<file path="config.mk">
export PLATFORM = sky130hd
export DESIGN_NAME = sdram_init_seq
export DESIGN_NICKNAME = d
export VERILOG_FILES = /design/src/rtl/sdram_init_pkg.sv /design/src/rtl/sdi_refresh_timer.sv /design/src/rtl/sdi_refresh_queue.sv /design/src/rtl/sdi_seq_fsm.sv /design/src/rtl/sdram_init_seq.sv
export SDC_FILE = /design/constraint.sdc
export NUM_CORES = 1
export LEC_CHECK = 0
export BUFFER_PORTS_ARGS = -buffer_cell sky130_fd_sc_hd__buf_2
export CORE_UTILIZATION = 64
export CTS_CLUSTER_SIZE = 20
export DETAILED_ROUTE_END_ITERATION = 16
export PLACE_DENSITY = 0.95
export REMOVE_ABC_BUFFERS = 1
export SETUP_SLACK_MARGIN = 0.02
export SYNTH_ARGS = -nofsm -noshare
export SYNTH_HDL_FRONTEND = slang
export SYNTH_SLANG_ARGS = --single-unit
</file>
<file path="constraint.sdc">
create_clock -name clk -period 8.2 [get_ports clk]
set_input_delay 1.64 -clock clk [delete_from_list [all_inputs] [get_ports clk]]
set_output_delay 1.64 -clock clk [all_outputs]
set_load 0.01 [all_outputs]
</file>
<file path="src/rtl/sdram_init_pkg.sv">
package sdram_init_pkg;

  typedef enum logic [2:0] {
    OP_NONE      = 3'd0,
    OP_PRECHARGE = 3'd1,
    OP_REFRESH   = 3'd2,
    OP_MODE      = 3'd3,
    OP_DRD       = 3'd4,
    OP_DWR       = 3'd5
  } sdi_op_e;

  typedef enum logic [3:0] {
    ST_PWR,
    ST_PRE,
    ST_MRS1,
    ST_GAP,
    ST_REF,
    ST_MRS2,
    ST_DUMMY,
    ST_FLUSH,
    ST_READY
  } sdi_state_e;

endpackage

</file>
<file path="src/rtl/sdi_refresh_timer.sv">
module sdi_refresh_timer #(
  parameter int PRESCALE = 8,
  parameter int PERIOD   = 195
) (
  input  logic clk,
  input  logic rst_n,
  input  logic enable_i,
  input  logic slow_i,
  output logic expire_o
);
  localparam int DIV_SLOW = 2 * PRESCALE;
  localparam int PW = $clog2(DIV_SLOW + 1);
  localparam int TW = $clog2(PERIOD + 1);

  logic [PW-1:0] pre_q;
  logic [TW-1:0] per_q;
  logic [PW-1:0] div_now;
  logic          tick;

  assign div_now  = slow_i ? PW'(DIV_SLOW) : PW'(PRESCALE);
  assign tick     = enable_i && (pre_q >= div_now - PW'(1));
  assign expire_o = tick && (per_q == TW'(PERIOD - 1));

  always_ff @(posedge clk) begin
    if (!rst_n || !enable_i) begin
      pre_q <= '0;
      per_q <= '0;
    end else if (tick) begin
      pre_q <= '0;
      per_q <= (per_q == TW'(PERIOD - 1)) ? '0 : per_q + TW'(1);
    end else begin
      pre_q <= pre_q + PW'(1);
    end
  end

endmodule

</file>
<file path="src/rtl/sdi_refresh_queue.sv">
module sdi_refresh_queue #(
  parameter int BURST        = 4,
  parameter int QUEUE_GROUPS = 4
) (
  input  logic clk,
  input  logic rst_n,
  input  logic enable_i,
  input  logic add_i,
  input  logic take_i,
  output logic pend_o
);
  localparam int MAXC = BURST * QUEUE_GROUPS;
  localparam int CW   = $clog2(MAXC + 1);

  logic [CW-1:0] cnt_q;
  int            sum;

  always_comb begin
    sum = int'(cnt_q) + (add_i ? BURST : 0) - (take_i ? 1 : 0);
    if (sum > MAXC) sum = MAXC;
    if (sum < 0)    sum = 0;
  end

  always_ff @(posedge clk) begin
    if (!rst_n || !enable_i) cnt_q <= '0;
    else                     cnt_q <= CW'(sum);
  end

  assign pend_o = (cnt_q != '0);

  AST_TAKE_NEEDS_PENDING: assert property (@(posedge clk) disable iff (!rst_n)
    take_i |-> cnt_q != '0);

endmodule

</file>
<file path="src/rtl/sdi_seq_fsm.sv">
module sdi_seq_fsm
  import sdram_init_pkg::*;
#(
  parameter int ADDR_W      = 16,
  parameter int PWRUP_CYCLES = 10000,
  parameter int GAP_CYCLES  = 100,
  parameter int BURST       = 4,
  parameter int INIT_GROUPS = 2,
  parameter int DUMMIES     = 10,
  parameter int MODE_VALUE  = 'h22,
  parameter int MODE_SHIFT  = 2
) (
  input  logic              clk,
  input  logic              rst_n,
  input  logic              slot_free_i,
  input  logic              out_idle_i,
  input  logic              out_accept_i,
  input  logic              pend_i,
  output logic              nxt_valid_o,
  output sdi_op_e           nxt_op_o,
  output logic [ADDR_W-1:0] nxt_addr_o,
  output logic              take_o,
  output logic              ref_en_o,
  output logic              done_o
);
  localparam int WMAX = (PWRUP_CYCLES > GAP_CYCLES) ? PWRUP_CYCLES : GAP_CYCLES;
  localparam int WW   = $clog2(WMAX + 1);
  localparam int BW   = $clog2(BURST + 1);
  localparam int GW   = $clog2(INIT_GROUPS + 1);
  localparam int DW   = $clog2(DUMMIES + 1);
  localparam logic [ADDR_W-1:0] MODE_ADDR = ADDR_W'(MODE_VALUE) << MODE_SHIFT;

  sdi_state_e    state_q, tgt_q;
  logic [WW-1:0] wait_q;
  logic [BW-1:0] burst_q;
  logic [GW-1:0] group_q;
  logic [DW-1:0] word_q;
  logic          wr_q;
  logic          from_q, load, own;

  always_comb begin
    nxt_valid_o = 1'b0;
    nxt_op_o    = OP_NONE;
    nxt_addr_o  = '0;
    from_q      = 1'b0;
    unique case (state_q)
      ST_PRE: begin
        nxt_valid_o = 1'b1;
        nxt_op_o    = OP_PRECHARGE;
      end
      ST_MRS1, ST_MRS2: begin
        nxt_valid_o = 1'b1;
        nxt_op_o    = OP_MODE;
        nxt_addr_o  = MODE_ADDR;
      end
      ST_REF: begin
        nxt_valid_o = 1'b1;
        nxt_op_o    = OP_REFRESH;
      end
      ST_DUMMY: begin
        nxt_valid_o = 1'b1;
        if (pend_i) begin
          nxt_op_o = OP_REFRESH;
          from_q   = 1'b1;
        end else begin
          nxt_op_o   = wr_q ? OP_DWR : OP_DRD;
          nxt_addr_o = ADDR_W'(word_q) << 2;
        end
      end
      ST_READY: begin
        if (pend_i) begin
          nxt_valid_o = 1'b1;
          nxt_op_o    = OP_REFRESH;
          from_q      = 1'b1;
        end
      end
      default: ;
    endcase
  end

  assign load   = slot_free_i && nxt_valid_o;
  assign take_o = load && from_q;
  assign own    = load && !from_q;

  always_ff @(posedge clk) begin
    if (!rst_n) begin
      state_q  <= ST_PWR;
      tgt_q    <= ST_REF;
      wait_q   <= WW'(PWRUP_CYCLES - 1);
      burst_q  <= '0;
      group_q  <= '0;
      word_q   <= '0;
      wr_q     <= 1'b0;
      ref_en_o <= 1'b0;
      done_o   <= 1'b0;
    end else begin
      unique case (state_q)
        ST_PWR: begin
          if (wait_q == '0) state_q <= ST_PRE;
          else              wait_q  <= wait_q - WW'(1);
        end
        ST_PRE: if (own) state_q <= ST_MRS1;
        ST_MRS1: if (own) begin
          state_q <= ST_GAP;
          tgt_q   <= ST_REF;
          wait_q  <= WW'(GAP_CYCLES - 1);
        end
        ST_GAP: if (out_idle_i) begin
          if (wait_q == '0) state_q <= tgt_q;
          else              wait_q  <= wait_q - WW'(1);
        end
        ST_REF: if (own) begin
          if (burst_q == BW'(BURST - 1)) begin
            burst_q <= '0;
            state_q <= ST_GAP;
            wait_q  <= WW'(GAP_CYCLES - 1);
            if (group_q == GW'(INIT_GROUPS - 1)) begin
              group_q <= '0;
              tgt_q   <= ST_MRS2;
            end else begin
              group_q <= group_q + GW'(1);
              tgt_q   <= ST_REF;
            end
          end else begin
            burst_q <= burst_q + BW'(1);
          end
        end
        ST_MRS2: if (own) begin
          ref_en_o <= 1'b1;
          state_q  <= ST_GAP;
          tgt_q    <= ST_DUMMY;
          wait_q   <= WW'(GAP_CYCLES - 1);
        end
        ST_DUMMY: if (own) begin
          if (wr_q) begin
            wr_q <= 1'b0;
            if (word_q == DW'(DUMMIES - 1)) state_q <= ST_FLUSH;
            else                            word_q  <= word_q + DW'(1);
          end else begin
            wr_q <= 1'b1;
          end
        end
        ST_FLUSH: if (out_accept_i) begin
          state_q <= ST_READY;
          done_o  <= 1'b1;
        end
        default: ;
      endcase
    end
  end

endmodule

</file>
<file path="src/rtl/sdram_init_seq.sv">
module sdram_init_seq
  import sdram_init_pkg::*;
#(
  parameter int ADDR_W       = 16,
  parameter int PWRUP_CYCLES = 10000,
  parameter int GAP_CYCLES   = 100,
  parameter int PRESCALE     = 8,
  parameter int PERIOD       = 195,
  parameter int BURST        = 4,
  parameter int INIT_GROUPS  = 2,
  parameter int QUEUE_GROUPS = 4,
  parameter int DUMMIES      = 10,
  parameter int MODE_VALUE   = 'h22,
  parameter int MODE_SHIFT   = 2
) (
  input  logic              clk,
  input  logic              rst_n,
  input  logic              small_mem_i,
  input  logic              col_9_i,
  output logic              cmd_valid_o,
  input  logic              cmd_ready_i,
  output logic [2:0]        cmd_op_o,
  output logic [ADDR_W-1:0] cmd_addr_o,
  output logic              mux_9col_o,
  output logic              init_done_o
);
  localparam logic [ADDR_W-1:0] MODE_ADDR = ADDR_W'(MODE_VALUE) << MODE_SHIFT;

  logic              slot_free, accept;
  logic              nxt_valid, take, ref_en, pend, expire;
  sdi_op_e           nxt_op;
  logic [ADDR_W-1:0] nxt_addr;

  assign slot_free = !cmd_valid_o || cmd_ready_i;
  assign accept    = cmd_valid_o && cmd_ready_i;

  sdi_seq_fsm #(
    .ADDR_W(ADDR_W), .PWRUP_CYCLES(PWRUP_CYCLES), .GAP_CYCLES(GAP_CYCLES),
    .BURST(BURST), .INIT_GROUPS(INIT_GROUPS), .DUMMIES(DUMMIES),
    .MODE_VALUE(MODE_VALUE), .MODE_SHIFT(MODE_SHIFT)
  ) u_fsm (
    .clk(clk), .rst_n(rst_n), .slot_free_i(slot_free), .out_idle_i(!cmd_valid_o),
    .out_accept_i(accept), .pend_i(pend), .nxt_valid_o(nxt_valid), .nxt_op_o(nxt_op),
    .nxt_addr_o(nxt_addr), .take_o(take), .ref_en_o(ref_en), .done_o(init_done_o)
  );

  sdi_refresh_timer #(.PRESCALE(PRESCALE), .PERIOD(PERIOD)) u_timer (
    .clk(clk), .rst_n(rst_n), .enable_i(ref_en), .slow_i(small_mem_i), .expire_o(expire)
  );

  sdi_refresh_queue #(.BURST(BURST), .QUEUE_GROUPS(QUEUE_GROUPS)) u_queue (
    .clk(clk), .rst_n(rst_n), .enable_i(ref_en), .add_i(expire), .take_i(take), .pend_o(pend)
  );

  always_ff @(posedge clk) begin
    if (!rst_n) begin
      cmd_valid_o <= 1'b0;
      cmd_op_o    <= OP_NONE;
      cmd_addr_o  <= '0;
      mux_9col_o  <= 1'b0;
    end else begin
      mux_9col_o <= col_9_i;
      if (slot_free) begin
        cmd_valid_o <= nxt_valid;
        if (nxt_valid) begin
          cmd_op_o   <= nxt_op;
          cmd_addr_o <= nxt_addr;
        end
      end
    end
  end

  AST_HOLD_UNTIL_TAKEN: assert property (@(posedge clk) disable iff (!rst_n)
    cmd_valid_o && !cmd_ready_i |=> cmd_valid_o && $stable(cmd_op_o) && $stable(cmd_addr_o));

  AST_MODE_ADDRESS: assert property (@(posedge clk) disable iff (!rst_n)
    cmd_valid_o && cmd_op_o == OP_MODE |-> cmd_addr_o == MODE_ADDR);

  AST_DONE_STICKS: assert property (@(posedge clk) disable iff (!rst_n)
    init_done_o |=> init_done_o);

  AST_DONE_AFTER_LAST_WRITE: assert property (@(posedge clk) disable iff (!rst_n)
    $rose(init_done_o) |-> $past(accept && cmd_op_o == OP_DWR));

  AST_NO_REFRESH_BEFORE_TIMER: assert property (@(posedge clk) disable iff (!rst_n)
    take |-> ref_en);

endmodule

</file>
# Word-level counts from Yosys, hierarchy flattened
# Cells that the tools add are included.
# classes
n_lt_le_gt_ge	3
eq_ne	25
muxes	41
n_addsub	9
reduce_logical	33
bitwise	1
# op_table
cell	count
14-bit two-way mux	5
4-bit two-way mux	15
14-bit case mux with 4 select lines	1
6-bit by 32-bit adder with 32-bit output	1
32-bit by 6-bit greater-than comparator with 1-bit output (second input constant)	1
32-bit by 1-bit less-than comparator with 1-bit output (second input constant)	1
32-bit two-way mux	1
16-bit case mux with 2 select lines	1
32-bit subtractor	1
4-bit case mux with 7 select lines	1
2-bit by 1-bit != test with 1-bit output (second input constant)	11
4-bit by 3-bit == test with 1-bit output (second input constant)	4
3-bit case mux with 5 select lines	1
14-bit zero test	1
14-bit by 1-bit subtractor with 14-bit output (second input constant)	1
4-bit case mux with 3 select lines	1
12-bit AND reduction	1
2-bit AND reduction	5
5-bit AND reduction	2
3-bit two-way mux	3
8-bit by 1-bit adder with 8-bit output (second input constant)	1
4-bit by 2-bit == test with 1-bit output (second input constant)	2
4-bit == test (second input constant)	2
8-bit == test (second input constant)	1
29 further kinds	48
# word_totals
wordCells	128
output_inout_bits	22
register_bits	73

# Depth between registers and ports, before layout
# depth
word_depth	12
ltp_mapped	16

# Cells and area by module
# Synthesis repeated with hierarchy kept, for this count alone.
# unflattened
cells_unflattened	498
hier_area_um2	4113.9
# by_module_without_submodules
mod	area_per_inst_um2	instances	seq_area_each_um2	cells_each
sdi_seq_fsm	2105.8	1	640.6	271
sdram_init_seq	859.6	1	420.4	91
sdi_refresh_timer	658.1	1	260.2	80
sdi_refresh_queue	490.5	1	100.1	56

# Least setup slack after synthesis
# OpenSTA, ideal clock, no wires.
# synth_timing
path_type	input to register
startpoint	input port small_mem_i
endpoint	register u_queue.cnt_q[3]
slack_ns	3.825
setup_time_ns	0.065
n_path_buf	0
t_required_ns	8.135
cell_stages	13
arrival_time_ns	4.309
cell_sequence	inv_1 ha_1 nand2_1 o21ai_1 nand3_1 ha_1 inv_1 fa_1 xor2_1 nor4b_1 o21bai_1 a211o_1 nor2b_1
# synth_between
elab_chain_cells	12
# synth_lines
element	line_no	rtl
start: declaration	sdram_init_seq.sv:18	input logic small_mem_i,
5-bit two-way mux (*)	sdi_refresh_timer.sv:20	assign div_now = slow_i ? PW'(DIV_SLOW) : PW'(PRESCALE);
5-bit by 1-bit subtractor with 5-bit output (*)	sdi_refresh_timer.sv:21	assign tick = enable_i && (pre_q >= div_now - PW'(1));
5-bit greater-or-equal comparator (*)	sdi_refresh_timer.sv:21	
1-bit logical AND (*)	sdi_refresh_timer.sv:21	
1-bit logical AND (*)	sdi_refresh_timer.sv:22	assign expire_o = tick && (per_q == TW'(PERIOD - 1));
3-bit two-way mux (*)	sdi_refresh_queue.sv:19	sum = int'(cnt_q) + (add_i ? BURST : 0) - (take_i ? 1 : 0);
6-bit by 32-bit adder with 32-bit output (*)	sdi_refresh_queue.sv:19	
32-bit subtractor (*)	sdi_refresh_queue.sv:19	
32-bit by 6-bit greater-than comparator with 1-bit output	sdi_refresh_queue.sv:20	if (sum > MAXC) sum = MAXC;
32-bit two-way mux (*)	sdi_refresh_queue.sv:20	
32-bit by 1-bit less-than comparator with 1-bit output	sdi_refresh_queue.sv:21	if (sum < 0) sum = 0;
2-bit OR reduction (no line)	n/a	
end signal: assignment	sdi_refresh_queue.sv:26	else cnt_q <= CW'(sum);
end: declaration	sdi_refresh_queue.sv:15	logic [CW-1:0] cnt_q;
# Mark *: on every way between the ends. The rest lies on a longest branch, timed or not.
# A chain may end at the register's enable or synchronous reset.

# Worst setup path after layout
# Ends and elaborated chain as after synthesis.

==> out/qor.csv <==
stage;metric;value;unit
outcome;outcome;complete, no violations;
setup_path;crit_path_max_incr_delay;520;ps
global_routing;grt_overflow;0;
detailed_routing;vias_per_cell;6.31;
global_routing;grt.total_usage;30.2;%
flow_run;drv_cap;0;
logic_synthesis;yosysMostFrequentCell;dfxtp_1;
cells_and_area;layout-drive-gt1-share;12.2;%
clocking;cts_made_buffers;9;
logic_synthesis;yosysTopAreaCell;dfxtp_1;
sta;fin_tns_setup;0;ps
clocking;cts-root-buf;clkbuf_8;
sta;finalCritPeriodShare;54.8;%
sta;slew_headroom;40.9;%
logic_synthesis;postSynthAreaPerCell;8.51;sq um
global_routing;grt-busiest-layer;met2;
global_routing;grt_pass1_wl;12400;microns
place;dp_hpwl;4920;microns
global_routing;use_met2;52.1;%
setup_path;reg2reg_from;u_timer.pre_q[3];
sta;finalSetupViolCount;0;
place;io_buffers;15;
floorplanning;die_y;73.7;microns
floorplanning;fp-row-count;25;
setup_path;r2r_end;u_queue.cnt_q[3];
floorplanning;design.die.area;5440;sq um
detailed_routing;vias;2913;
global_routing;gr-usage-met1;35.1;%
logic_synthesis;ys_async_sr_fraction;0;%
setup_path;crit_end;u_queue.cnt_q[3];
setup_path;arrival;4780;ps
sta;tightest_slew;887;ps
sta;rsz0062_at_grt;false;
pwr;sw_frac_of_total;21.3;%
global_routing;grt_pass1_vias;2703;
logic_synthesis;ys_warn_count;0;
cells_and_area;final_area;3530;sq um
detailed_routing;firstDrtPassIters;5;
clocking;clk_latency;350;ps
clocking;ctsHoldBuffers;0;
logic_synthesis;ys.flop_type;dfxtp_1;
clocking;path_clk_slew;60;ps
global_routing;met3_usage;5.08;%
floorplanning;coreArea;4850;sq um
logic_synthesis;synthTopCellsByArea;dfxtp_1 36%, ha_1 6.1%, nor2_1 4.6%;
setup_path;critPathCaptureType;register;
cells_and_area;multi_input_area;1870;sq um
cells_and_area;nets;412;
setup_path;cp-start-kind;input port;
logic_synthesis;yosys_register_bits;60;
sta;finalHoldViolCount;0;
global_routing;grt_max_degree;25;
cells_and_area;seq_area;1200;sq um
place;gp_congestion;0.867;
detailed_routing;drtIter0Drc;267;
cells_and_area;finalNonFillerCells;462;
sta;fmax;223;MHz
setup_path;cp-startpoint;small_mem_i;
floorplanning;fp.dieW;73.7;microns
pwr;p_leak;1.32;nW
place;place_area;3320;sq um
setup_path;slowest_stage;o21ai_1;
sta;skew;5.61;ps
clocking;cts_tree;yes;
detailed_routing;drc;0;
clocking;cts_resized;0;
detailed_routing;drt_wl_total;7410;microns
pwr;pwr-share-comb;2.0;%
setup_path;reg2regPathDepth;12;
cells_and_area;fill_cells;354;
logic_synthesis;synth-edff-count;0;
pwr;p_int;0.000474;W
setup_path;cp_cell_sequence;buf_2 -> inv_1 -> ha_1 -> nand2_1 -> o21ai_1 -> nand3_1 -> ha_1 -> inv_1 -> fa_1 -> xor2_1 -> nor4b_1 -> o21bai_1 -> a211o_1 -> nor2b_1;
global_routing;grt_antenna_before_repair;0;
logic_synthesis;netlist_instances;387;
setup_path;critical_path_class;in2reg;
logic_synthesis;synthDistinctLibCells;58;
logic_synthesis;synth_top_area_share;36.5;%
detailed_routing;wire_per_inst;16.0;microns
logic_synthesis;ys_seq_area_share;36.5;%
cells_and_area;antenna-diode-count;0;
logic_synthesis;synth_top_cells_by_count;60 x dfxtp_1, 40 x nor2_1, 22 x a21oi_1, 22 x inv_1, 18 x clkbuf_1;
sta;period_needed;4490;ps
setup_path;r2r_slack;4770;ps
setup_path;cp.required;8490;ps
clocking;clk_path_buf_depth;2;
floorplanning;start_util;67.9;%
pwr;power_frac_seq;48.8;%
pwr;p_sw;0.000128;W
cells_and_area;syn2layout_area_growth;7.25;%
pwr;power-per-cell-area;170;nW/um^2
sta;drv_slew;0;
pwr;p_clk_share;49.2;%
hold_path;worstHoldPathType;reg2reg;
logic_synthesis;synth_area;3290;sq um
detailed_routing;ant_nets;0;
setup_path;path_max_fanout;10;
floorplanning;io_pins;27;
pwr;ir_worst_vdd;0.126;mV
place;dpl.cell_count;446;
clocking;cts-htree-levels;3;
clocking;cts_setup_buffers;0;
clocking;cts.sinks;60;
## area by class of cell
type                       count  area share, %
multi-input combinational    282           53.0
sequential                    60           34.0
clock buffer                  11           4.00
tap                           67           2.37
inverter                      22           2.34
clock inverter                 5           2.12
timing repair buffer          15           2.12
## layer usage
layer,part of all wire [%],up-vias,wire [microns]
met5,0,-,0
met4,2.5,0,188
met3,6.0,25,445
met2,50,122,3720
met1,41,1376,3060
li1,-,1390,-
## layout by cell type, fill, tap and decap left out, types with 5 or more instances in the layout
| master | synthesis | routed |
|---|---|---|
| a31oi_1 | 5 | 5 |
| inv_1 | 22 | 22 |
| or2_2 | 5 | 5 |
| xor2_1 | 11 | 11 |
| or3_1 | 7 | 7 |
| nand2_1 | 12 | 12 |
| nand2b_1 | 6 | 6 |
| and3_1 | 6 | 6 |
| a21oi_1 | 22 | 22 |
| conb_1 | 1 | 11 |
| o21ai_0 | 10 | 10 |
| or4_1 | 12 | 12 |
| o211ai_1 | 6 | 6 |
| ha_1 | 16 | 16 |
| buf_2 | 1 | 15 |
| nand4_1 | 8 | 8 |
| dfxtp_1 | 60 | 60 |
| nor4b_1 | 5 | 5 |
| nor2_1 | 40 | 40 |
| nor2b_1 | 5 | 5 |
| clkbuf_8 | 0 | 10 |
| nand3_1 | 12 | 12 |
| nor3_1 | 7 | 7 |
## logic make-up after synthesis
kind of cell             count (synthesis)  synth area share [%]
buffers and inverters                   55                  7.79
AND/OR/NAND/NOR                        153                  27.0
multiplexers                             3                 0.912
adder cells (fa/ha/maj)                 17                  6.68
AO/OA/AOI/OAI                           83                  17.1
XOR/XNOR                                15                  3.99
flip-flops                              60                  36.5
other                                    1                 0.114
## power by group through the flow
stage                     Clock [W]  Sequential [W]  Combinational [W]
after global placement            0        0.000300          0.0000117
after CTS                  0.000296        0.000294          0.0000120
after global routing       0.000310        0.000294          0.0000135
after detailed placement          0        0.000301          0.0000119
final                      0.000296        0.000294          0.0000122
after floorplan                   0        0.000300         0.00000745
## through the flow
stage                     total power, W  util (%)  setup WS (ps)  hold slack, ps
after floorplan                 0.000308         -           3830             420
after global placement          0.000312      68.4           3550             431
after detailed placement        0.000312      68.4           3380             442
after CTS                       0.000602      72.9           3730             450
after global routing            0.000618      72.9           3450             470
final                           0.000602      72.9           3710             449
## critical path: cells and delay by family
| family | cells | cell delay [ps] |
|---|---|---|
| and+or+nand+nor | 4 | 780 |
| adders and majority gates | 3 | 1010 |
| buffers and inverters | 3 | 160 |
| AOI/OAI and AO/OA | 3 | 980 |
| xor gates and xnor gates | 1 | 190 |
## how the worst min path moves through the flow
stage,startpoint,end,slack (ps),depth (start not counted)
after global routing,u_fsm.burst_q[2],u_fsm.burst_q[2],470,2
final,u_fsm.burst_q[2],u_fsm.burst_q[2],450,2
after CTS,u_fsm.burst_q[2],u_fsm.burst_q[2],450,2
after detailed placement,u_fsm.burst_q[2],u_fsm.burst_q[2],440,2
after global placement,u_fsm.burst_q[2],u_fsm.burst_q[2],430,2
after floorplan,u_fsm.burst_q[2],u_fsm.burst_q[2],420,2
## registers in the layout, summed over array words and instances (netlist names), 3 cells and up
name	count
cmd_addr_o	5
cmd_op_o	3
u_fsm.burst_q	3
u_fsm.state_q	4
u_fsm.wait_q	14
u_fsm.word_q	4
u_queue.cnt_q	5
u_timer.per_q	8
u_timer.pre_q	5
No activity file was read; power rests on OpenSTA's default activity.
